<file path="src/rtl/dma_sched_pkg.sv">
// Shared owner codes and playfield modes for the cycle-steal scheduler.
package dma_sched_pkg;
    typedef enum logic [2:0] {
        OWN_CPU     = 3'd0,
        OWN_DLIST   = 3'd1,
        OWN_PLAYER  = 3'd2,
        OWN_MISSILE = 3'd3,
        OWN_PFDATA  = 3'd4,
        OWN_CHCODE  = 3'd5,
        OWN_REFRESH = 3'd6
    } owner_t;

    typedef enum logic [1:0] {
        PF_OFF  = 2'd0,
        PF_MAP  = 2'd1,
        PF_CHAR = 2'd2
    } pfmode_t;
endpackage

</file>
<file path="src/rtl/hblank_slot_decode.sv">
// Decodes the fixed horizontal-blank fetch slots: missile, display list, players.
// Assumes the slot parameters do not overlap and lie before the refresh window.
module hblank_slot_decode #(
    parameter int HC_W         = 7,
    parameter int MISSILE_SLOT = 0,
    parameter int DL_SLOT      = 1,
    parameter int DL_MAX       = 3,
    parameter int PLAYER_SLOT  = 4,
    parameter int PLAYER_BYTES = 4,
    localparam int DLB_W       = $clog2(DL_MAX + 1)
) (
    input  logic             clk,
    input  logic             rst_n,
    input  logic [HC_W-1:0]  hcount,
    input  logic             line_odd,
    input  logic             dlist_en,
    input  logic [DLB_W-1:0] dlist_bytes,
    input  logic             player_en,
    input  logic             missile_en,
    input  logic             pm_single,
    output logic             want_dlist,
    output logic             want_player,
    output logic             want_missile
);
    int  hc;
    logic pm_line;

    // Slot decode: position within the line, enable and line parity.
    always_comb begin
        hc           = int'(hcount);
        pm_line      = pm_single | ~line_odd;
        want_missile = (missile_en | player_en) & pm_line & (hc == MISSILE_SLOT);
        want_player  = player_en & pm_line & (hc >= PLAYER_SLOT) &
                       (hc < PLAYER_SLOT + PLAYER_BYTES);
        want_dlist   = dlist_en & (hc >= DL_SLOT) & (hc < DL_SLOT + int'(dlist_bytes));
    end

    assert_dl_within_max_R2: assert property (@(posedge clk) disable iff (!rst_n)
        want_dlist |-> (int'(hcount) < DL_SLOT + DL_MAX));

    assert_player_needs_enable_R4: assert property (@(posedge clk) disable iff (!rst_n)
        want_player |-> player_en);
endmodule

</file>
<file path="src/rtl/pf_fetch_gate.sv">
// Gates the per-cycle playfield request masks by mode and line-in-row flags.
// Assumes the masks are indexed by the horizontal cycle count.
module pf_fetch_gate #(
    parameter int LINE_CYCLES = 114,
    parameter int HC_W        = 7
) (
    input  logic                   clk,
    input  logic                   rst_n,
    input  logic [HC_W-1:0]        hcount,
    input  logic [1:0]             pf_mode,
    input  logic                   first_instr_line,
    input  logic                   first_row_line,
    input  logic [LINE_CYCLES-1:0] pf_data_mask,
    input  logic [LINE_CYCLES-1:0] pf_code_mask,
    output logic                   want_data,
    output logic                   want_code
);
    import dma_sched_pkg::*;

    logic in_line, data_bit, code_bit;

    // Mask lookup, guarded against counts past the end of the line.
    always_comb begin
        in_line  = int'(hcount) < LINE_CYCLES;
        data_bit = in_line ? pf_data_mask[hcount] : 1'b0;
        code_bit = in_line ? pf_code_mask[hcount] : 1'b0;
    end

    // Mode gating: map data on first instruction line, char data on every line.
    always_comb begin
        unique case (pf_mode)
            PF_MAP:  begin want_data = data_bit & first_instr_line; want_code = 1'b0; end
            PF_CHAR: begin want_data = data_bit; want_code = code_bit & first_row_line; end
            default: begin want_data = 1'b0; want_code = 1'b0; end
        endcase
    end

    assert_code_only_first_row_R6: assert property (@(posedge clk) disable iff (!rst_n)
        want_code |-> (first_row_line && pf_mode == PF_CHAR));
endmodule

</file>
<file path="src/rtl/refresh_slotter.sv">
// Marks refresh slots: a fixed number of slots at a fixed stride after hblank.
// Assumes the caller drops a slot when any fetch claims the same cycle.
module refresh_slotter #(
    parameter int HC_W          = 7,
    parameter int REFRESH_START = 40,
    parameter int REFRESH_STEP  = 4,
    parameter int REFRESH_SLOTS = 9
) (
    input  logic [HC_W-1:0] hcount,
    output logic            refresh_slot
);
    logic [REFRESH_SLOTS-1:0] hit;

    for (genvar k = 0; k < REFRESH_SLOTS; k++) begin : g_slot
        // One comparator per refresh slot position.
        always_comb hit[k] = (int'(hcount) == REFRESH_START + k * REFRESH_STEP);
    end

    // Any slot position matching the current cycle.
    always_comb refresh_slot = |hit;
endmodule

</file>
<file path="src/rtl/dma_steal_sched.sv">
// Top of the cycle-steal scheduler: arbitrates fetch requests and refresh per
// machine cycle and registers the owner code and CPU halt.
// Assumes hcount advances once per clock and dlist_bytes never exceeds DL_MAX.
module dma_steal_sched #(
    parameter int LINE_CYCLES   = 114,
    parameter int DL_MAX        = 3,
    parameter int PLAYER_BYTES  = 4,
    parameter int REFRESH_START = 40,
    parameter int REFRESH_STEP  = 4,
    parameter int REFRESH_SLOTS = 9,
    localparam int HC_W         = $clog2(LINE_CYCLES),
    localparam int DLB_W        = $clog2(DL_MAX + 1)
) (
    input  logic                   clk,
    input  logic                   rst_n,
    input  logic [HC_W-1:0]        hcount,
    input  logic                   line_odd,
    input  logic                   first_instr_line,
    input  logic                   first_row_line,
    input  logic                   dlist_en,
    input  logic [DLB_W-1:0]       dlist_bytes,
    input  logic                   player_en,
    input  logic                   missile_en,
    input  logic                   pm_single,
    input  logic [1:0]             pf_mode,
    input  logic [LINE_CYCLES-1:0] pf_data_mask,
    input  logic [LINE_CYCLES-1:0] pf_code_mask,
    output logic [2:0]             owner,
    output logic                   cpu_halt
);
    import dma_sched_pkg::*;

    localparam int MISSILE_SLOT = 0;
    localparam int DL_SLOT      = MISSILE_SLOT + 1;
    localparam int PLAYER_SLOT  = DL_SLOT + DL_MAX;

    logic   want_dlist, want_player, want_missile;
    logic   want_data, want_code, refresh_slot, any_fetch;
    owner_t next_owner;

    hblank_slot_decode #(
        .HC_W(HC_W), .MISSILE_SLOT(MISSILE_SLOT), .DL_SLOT(DL_SLOT),
        .DL_MAX(DL_MAX), .PLAYER_SLOT(PLAYER_SLOT), .PLAYER_BYTES(PLAYER_BYTES)
    ) u_slots (
        .clk(clk), .rst_n(rst_n), .hcount(hcount), .line_odd(line_odd),
        .dlist_en(dlist_en), .dlist_bytes(dlist_bytes), .player_en(player_en),
        .missile_en(missile_en), .pm_single(pm_single),
        .want_dlist(want_dlist), .want_player(want_player), .want_missile(want_missile)
    );

    pf_fetch_gate #(.LINE_CYCLES(LINE_CYCLES), .HC_W(HC_W)) u_pf (
        .clk(clk), .rst_n(rst_n), .hcount(hcount), .pf_mode(pf_mode),
        .first_instr_line(first_instr_line), .first_row_line(first_row_line),
        .pf_data_mask(pf_data_mask), .pf_code_mask(pf_code_mask),
        .want_data(want_data), .want_code(want_code)
    );

    refresh_slotter #(
        .HC_W(HC_W), .REFRESH_START(REFRESH_START),
        .REFRESH_STEP(REFRESH_STEP), .REFRESH_SLOTS(REFRESH_SLOTS)
    ) u_refresh (
        .hcount(hcount), .refresh_slot(refresh_slot)
    );

    // Fixed-priority arbitration; refresh only takes a cycle no fetch wants.
    always_comb begin
        any_fetch = want_missile | want_dlist | want_player | want_code | want_data;
        if (want_missile)      next_owner = OWN_MISSILE;
        else if (want_dlist)   next_owner = OWN_DLIST;
        else if (want_player)  next_owner = OWN_PLAYER;
        else if (want_code)    next_owner = OWN_CHCODE;
        else if (want_data)    next_owner = OWN_PFDATA;
        else if (refresh_slot) next_owner = OWN_REFRESH;
        else                   next_owner = OWN_CPU;
    end

    // Output register for the owner code and the CPU halt line.
    always_ff @(posedge clk) begin
        if (!rst_n) begin
            owner    <= OWN_CPU;
            cpu_halt <= 1'b0;
        end else begin
            owner    <= next_owner;
            cpu_halt <= any_fetch | refresh_slot;
        end
    end

    assert_halt_tracks_owner_R1: assert property (@(posedge clk) disable iff (!rst_n)
        cpu_halt == (owner != OWN_CPU));

    assert_refresh_in_window_R7: assert property (@(posedge clk) disable iff (!rst_n)
        (next_owner == OWN_REFRESH) |->
        (int'(hcount) >= REFRESH_START &&
         int'(hcount) < REFRESH_START + REFRESH_SLOTS * REFRESH_STEP &&
         (int'(hcount) - REFRESH_START) % REFRESH_STEP == 0));

    assert_preempt_drops_refresh_R8: assert property (@(posedge clk) disable iff (!rst_n)
        (refresh_slot && any_fetch) |=> (owner != OWN_REFRESH && cpu_halt));

    assert_missile_parity_R3: assert property (@(posedge clk) disable iff (!rst_n)
        (next_owner == OWN_MISSILE) |-> (pm_single || !line_odd));

    assert_no_steal_past_line_R9: assert property (@(posedge clk) disable iff (!rst_n)
        (int'(hcount) >= LINE_CYCLES) |=> !cpu_halt);
endmodule

</file>
<file path="config.mk">
export PLATFORM = sky130hd
export DESIGN_NAME = dma_steal_sched
export DESIGN_NICKNAME = d
export VERILOG_FILES = /design/src/rtl/dma_sched_pkg.sv /design/src/rtl/hblank_slot_decode.sv /design/src/rtl/pf_fetch_gate.sv /design/src/rtl/refresh_slotter.sv /design/src/rtl/dma_steal_sched.sv
export SDC_FILE = /design/constraint.sdc
export NUM_CORES = 1
export LEC_CHECK = 0
export BUFFER_PORTS_ARGS = -buffer_cell sky130_fd_sc_hd__buf_2
export CORE_AREA = 4 4 96 98
export DETAILED_ROUTE_END_ITERATION = 8
export DIE_AREA = 0 0 100 102
export HOLD_SLACK_MARGIN = 0.02
export PLACE_DENSITY_LB_ADDON = 0.25
export SLEW_MARGIN = 20
export SYNTH_ARGS = -nofsm -noshare
export SYNTH_HDL_FRONTEND = slang
export SYNTH_SLANG_ARGS = --single-unit
</file>
<file path="constraint.sdc">
create_clock -name clk -period 3.1 [get_ports clk]
set_clock_uncertainty 0.05 [all_clocks]
set_input_delay 0.31 -clock clk [delete_from_list [all_inputs] [get_ports clk]]
set_output_delay 0.31 -clock clk [all_outputs]
set_load 0.05 [all_outputs]
</file>
# Yosys cells after proc, flatten, opt, wreduce, memory -nomap -nowiden

Index checks and enable logic that the tools add are counted.
W data, S select, Z words.

Memory bits (writable): 0
Input port bits: 248
Memories kept: 0
Output and inout port bits: 4
Flip-flop bits (word level): 4
Latch bits: 0
ROM bits: 0

Div/mod/pow operators: 0
Bitwise logic cells: 18
Equality and inequality tests: 11
Shifts and indexed selects: 0
$lt $le $gt $ge: 6
Mux-type cells: 14
$mul: 0
Add/sub/neg operators: 1
Reductions and logical operators: 3

Operator list:

| operator              | number |
|---|---|
| $eq A7 B7 Y1 const B  | 9 |
| $lt A8 B32 Y1         | 1 |
| $bmux W1 S7           | 2 |
| $and A1 B1 Y1         | 9 |
| $mux W3               | 3 |
| $reduce_or A9 Y1      | 1 |
| $lt A7 B8 Y1 const B  | 1 |
| $ge A7 B1 Y1 const B  | 1 |
| $ge A7 B3 Y1 const B  | 1 |
| $logic_not A7 Y1      | 1 |
| $lt A7 B4 Y1 const B  | 1 |
| $lt A7 B7 Y1 const B  | 1 |
| $or A1 B1 Y1          | 7 |
| $mux W2               | 3 |
| $mux W1               | 5 |
| $reduce_or A4 Y1      | 1 |
| $add A1 B2 Y3 const A | 1 |
| $eq A2 B1 Y1 const B  | 1 |
| $eq A2 B2 Y1 const B  | 1 |
| $not A1 Y1            | 2 |
| $pmux W1 S2           | 1 |

# Logic depth before layout (Yosys ltp)

Depth after elaboration: 10
Mapped depth: 11
Gate-level depth less buffers: 9

# Modules after synthesis

A second synthesis with hierarchy kept.

Cell total of the unflattened synthesis: 234
Area, all modules: 2456.1 µm²

By module, submodules not included:

| module             | area each (µm²) | cells an instance | instances | sequential area each (µm²) |
|---|---|---|---|---|
| pf_fetch_gate      | 2145.8          | 200               | 1         | 0.0 |
| dma_steal_sched    | 151.4           | 13                | 1         | 80.1 |
| hblank_slot_decode | 120.1           | 17                | 1         | 0.0 |
| refresh_slotter    | 38.8            | 4                 | 1         | 0.0 |

# Worst setup path before layout

Ideal clock, no wire load.

Path type: input to register
From: input port hcount[0]
To: register cpu_halt
Setup time: 0.130 ns
Path slack: 0.854 ns
Stages: 8
Arrival time: 2.066 ns
Buffers on the path: 1
Path through: buf_6 > mux4_1 > mux4_2 > nor2_1 > a21oi_1 > a31o_1 > a32oi_2 > a31oi_1

Word-level cells in the longest chain between the ends: 8

Ends and longest elaborated chain:

| what                                                                  | RTL line                                      | source |
|---|---|---|
| start: declaration                                                    | dma_steal_sched.sv:16                         | `input logic [HC_W-1:0] hcount,` |
| $bmux W1 S7 / $ge A7 B1 Y1 (equally long branches)                    | pf_fetch_gate.sv:26, hblank_slot_decode.sv:35 |  |
| $mux W1 (not written as such) / $and A1 B1 Y1 (equally long branches) | pf_fetch_gate.sv:26, hblank_slot_decode.sv:35 |  |
| $mux W1 / $and A1 B1 Y1 (equally long branches)                       | pf_fetch_gate.sv:26, hblank_slot_decode.sv:35 |  |
| $and A1 B1 Y1 / $or A1 B1 Y1 (equally long branches)                  | pf_fetch_gate.sv:33, dma_steal_sched.sv:67    |  |
| $mux W1 / $or A1 B1 Y1 (equally long branches)                        | pf_fetch_gate.sv:31, dma_steal_sched.sv:67    |  |
| $or A1 B1 Y1 (2 in series)                                            | dma_steal_sched.sv:67                         | `any_fetch = want_missile \| want_dlist \| want_player \| want_code \| want_data;` |
| $or A1 B1 Y1 (*)                                                      | dma_steal_sched.sv:84                         | `cpu_halt <= any_fetch \| refresh_slot;` |
| end signal: assignment                                                | dma_steal_sched.sv:84                         |  |
| end: declaration                                                      | dma_steal_sched.sv:29                         | `output logic cpu_halt` |

Mark *: on every way between the ends. The rest lies on a longest branch, timed or not. The select of a mux whose other input is x is not followed.
A chain may end at the register's enable or synchronous reset.

# Final worst setup path

Ends and elaborated chain as after synthesis.

==> run metrics <==
setup tns final=0 ps; fin. max-slew vios=0; Comb pwr share=73.8%; Post-synth EDFFs=0; Post-synth top flop=dfxtp_1; total CTS buffers=3; largest net degree at the start of global routing=26; Net count, final=724; top post-synthesis cells by area=mux4_2, mux2i_1, mux4_1; Post-Syn Area=2436 µm²; first-pass GRT wire length=16.68 mm; root buf cell=clkbuf_8; post-layout min period=2581 ps; Power Density=170.3 nW/µm²; Reg area=80.08 µm²; Worst slew margin=70.45%; Switching Power=233.5 µW; hold-fix buffer count after cts=0; crit end category=register; mean routed wirelength per cell=19.32 µm; Die Area=10200 µm²; VDD IR-drop max=0.08863 mV; Fill cells=898; Vias=3071; Reg clk slew, reported paths=30 ps; RD Place Congestion=0.8123; Yosys reg bits=4; status=finished clean; Yosys cell types=51; Die Wd=100 µm; Peak Freq=0.3874 GHz; vias in the first global route=3271; Min Hold Slack=290.6 ps; Overall Global Routing Usage=20.91%; clock power share=17.6%; CTS Buffer Depth=2; final worst path period share=83.26%; CTS sink count=4; Buffers on Ports=251; cells after synthesis=230; Initial DRC Count=112; area of the multi-input gates=2172 µm²; sequential cell area fraction in the yosys report=3.287%; setup bufs post-CTS=0; Synth Warn #=0; Std-Cell Rows=34; drt first pass iters=4; Area growth, synth to finish=56.29%; dominant cell type by area after synthesis=mux4_2; worst endpoint data arrival time=2620 ps; Seq pwr share=8.7%; Internal=415.1 µW; Synth async-reset ratio=0%; Startpoint Class=input pin; Crit path required time=3140 ps; Top Ports=252; Max Fanout on Critical Path=22; list of most frequent post-synthesis cells=mux4_2, mux2i_1, nand2_1; post-CTS resize count=0; critical path class=in2reg; switch share=36.00%; CTS H-tree depth=1; post-DP HPWL=9.826 mm; CTS tree=yes; DRC=0; # Max-Cap Violations=0; ANT nets after route=0; Final Hold Fails=0; gr ovfl total=0; LEAKAGE=1.931 nW; worst slew pin tran=443.2 ps; Die Y=102 µm; initial antenna violation count=2; RSZ-0062 raised after global routing=false; Mean Syn Cell Area=10.59 µm²; Finish-stage setup viols=0; ratio of cells with drive above 1 in the final layout=65.67%; final WL=11.18 mm; Core ar.=8466 µm²; most frequent cell after synthesis=mux4_2; syn nets=483; vias per inst=5.304; Hold/Removal Path Class=in2reg; Yosys top cell area share=33.28%; Initial Util=28.78%
==> metrics by stage <==
stage | total power [mW] | instance area (µm²) | setup slack, ps | std cells | util (%)
after floorplan | 0.3285 | 2436 | 853.8 | 230 | -
after global placement | 0.5317 | 3761 | 369.9 | 574 | 44.43
after detailed placement | 0.5410 | 3761 | 273.9 | 574 | 44.43
after CTS | 0.6565 | 3802 | 498.3 | 577 | 44.92
after global routing | 0.7006 | 3807 | 339.5 | 579 | 44.97
final | 0.6485 | 3807 | 518.9 | 579 | 44.97
==> kinds of logic (layout without fill, tap and decap cells) <==
| kind of cell | after synthesis | in the layout | synth area share, % |
|---|---|---|---|
| fa+ha+maj | 5 | 5 | 2.568 |
| simple gates | 52 | 52 | 10.53 |
| mux | 86 | 86 | 60.20 |
| other cells | 0 | 2 | 0 |
| compound gates | 51 | 51 | 15.87 |
| buf+inv | 32 | 271 | 7.550 |
| flops | 4 | 4 | 3.287 |
==> registers in the layout (all words and copies together), names as in the netlist <==
register  flops
cpu_halt      1
owner         3
==> final timing paths <==
path / start / to / slack [ps] / depth (start not counted)
worst max-delay path: hcount[0] / cpu_halt$_SDFF_PN0_ / 520 / 9
worst min-delay path: rst_n / owner[2]$_SDFF_PP0_ / 290 / 3
==> power by group through the flow <==
stage	Sequential, mW	Clock, mW	Combinational (mW)
floorplan	0.0671	0	0.261
global placement	0.0574	0	0.474
detailed placement	0.0573	0	0.484
CTS	0.0566	0.115	0.485
global route	0.0565	0.119	0.525
finish	0.0562	0.114	0.478
==> layout make-up <==
class | instances | share of cell area [%]
multi-input cells | 194 | 57.05
diodes | 2 | 0.1314
inverters | 10 | 0.9859
repair buffers | 258 | 35.10
well taps | 108 | 3.549
clock buffers | 3 | 1.084
flip-flops and latches | 4 | 2.103
==> layout by cell type, fill, tap and decap left out, types with 5 or more instances in the layout <==
cell type and n:
buf_2 250, nand3_1 5, nor2_1 11, mux4_1 9, mux2_2 7, a31oi_1 5, ha_1 5, nand2_1 14
a22oi_1 7, mux2i_1 34, a21oi_1 10, inv_1 9, buf_4 6, mux4_2 36
==> worst max-delay path, stage by stage <==
cell and delay (ps):
buf_4 340, buf_4 300, mux4_1 570, mux2i_1 170, mux2_2 190, o311ai_0 120
a31o_1 270, a32oi_2 230, a31oi_1 120
==> metal layers <==
| metal | GRT usage [%] | wire (µm) | part of all wire [%] | up-vias |
|---|---|---|---|---|
| met5 | 0 | 0 | 0 | - |
| li1 | - | - | - | 1453 |
| met1 | 24.86 | 4189 | 37 | 1452 |
| met3 | 4.232 | 984 | 8.8 | 4 |
| met2 | 39.76 | 5936 | 53 | 162 |
| met4 | 3.005 | 74 | 0.66 | 0 |
No activity file was read; power rests on OpenSTA's default activity.
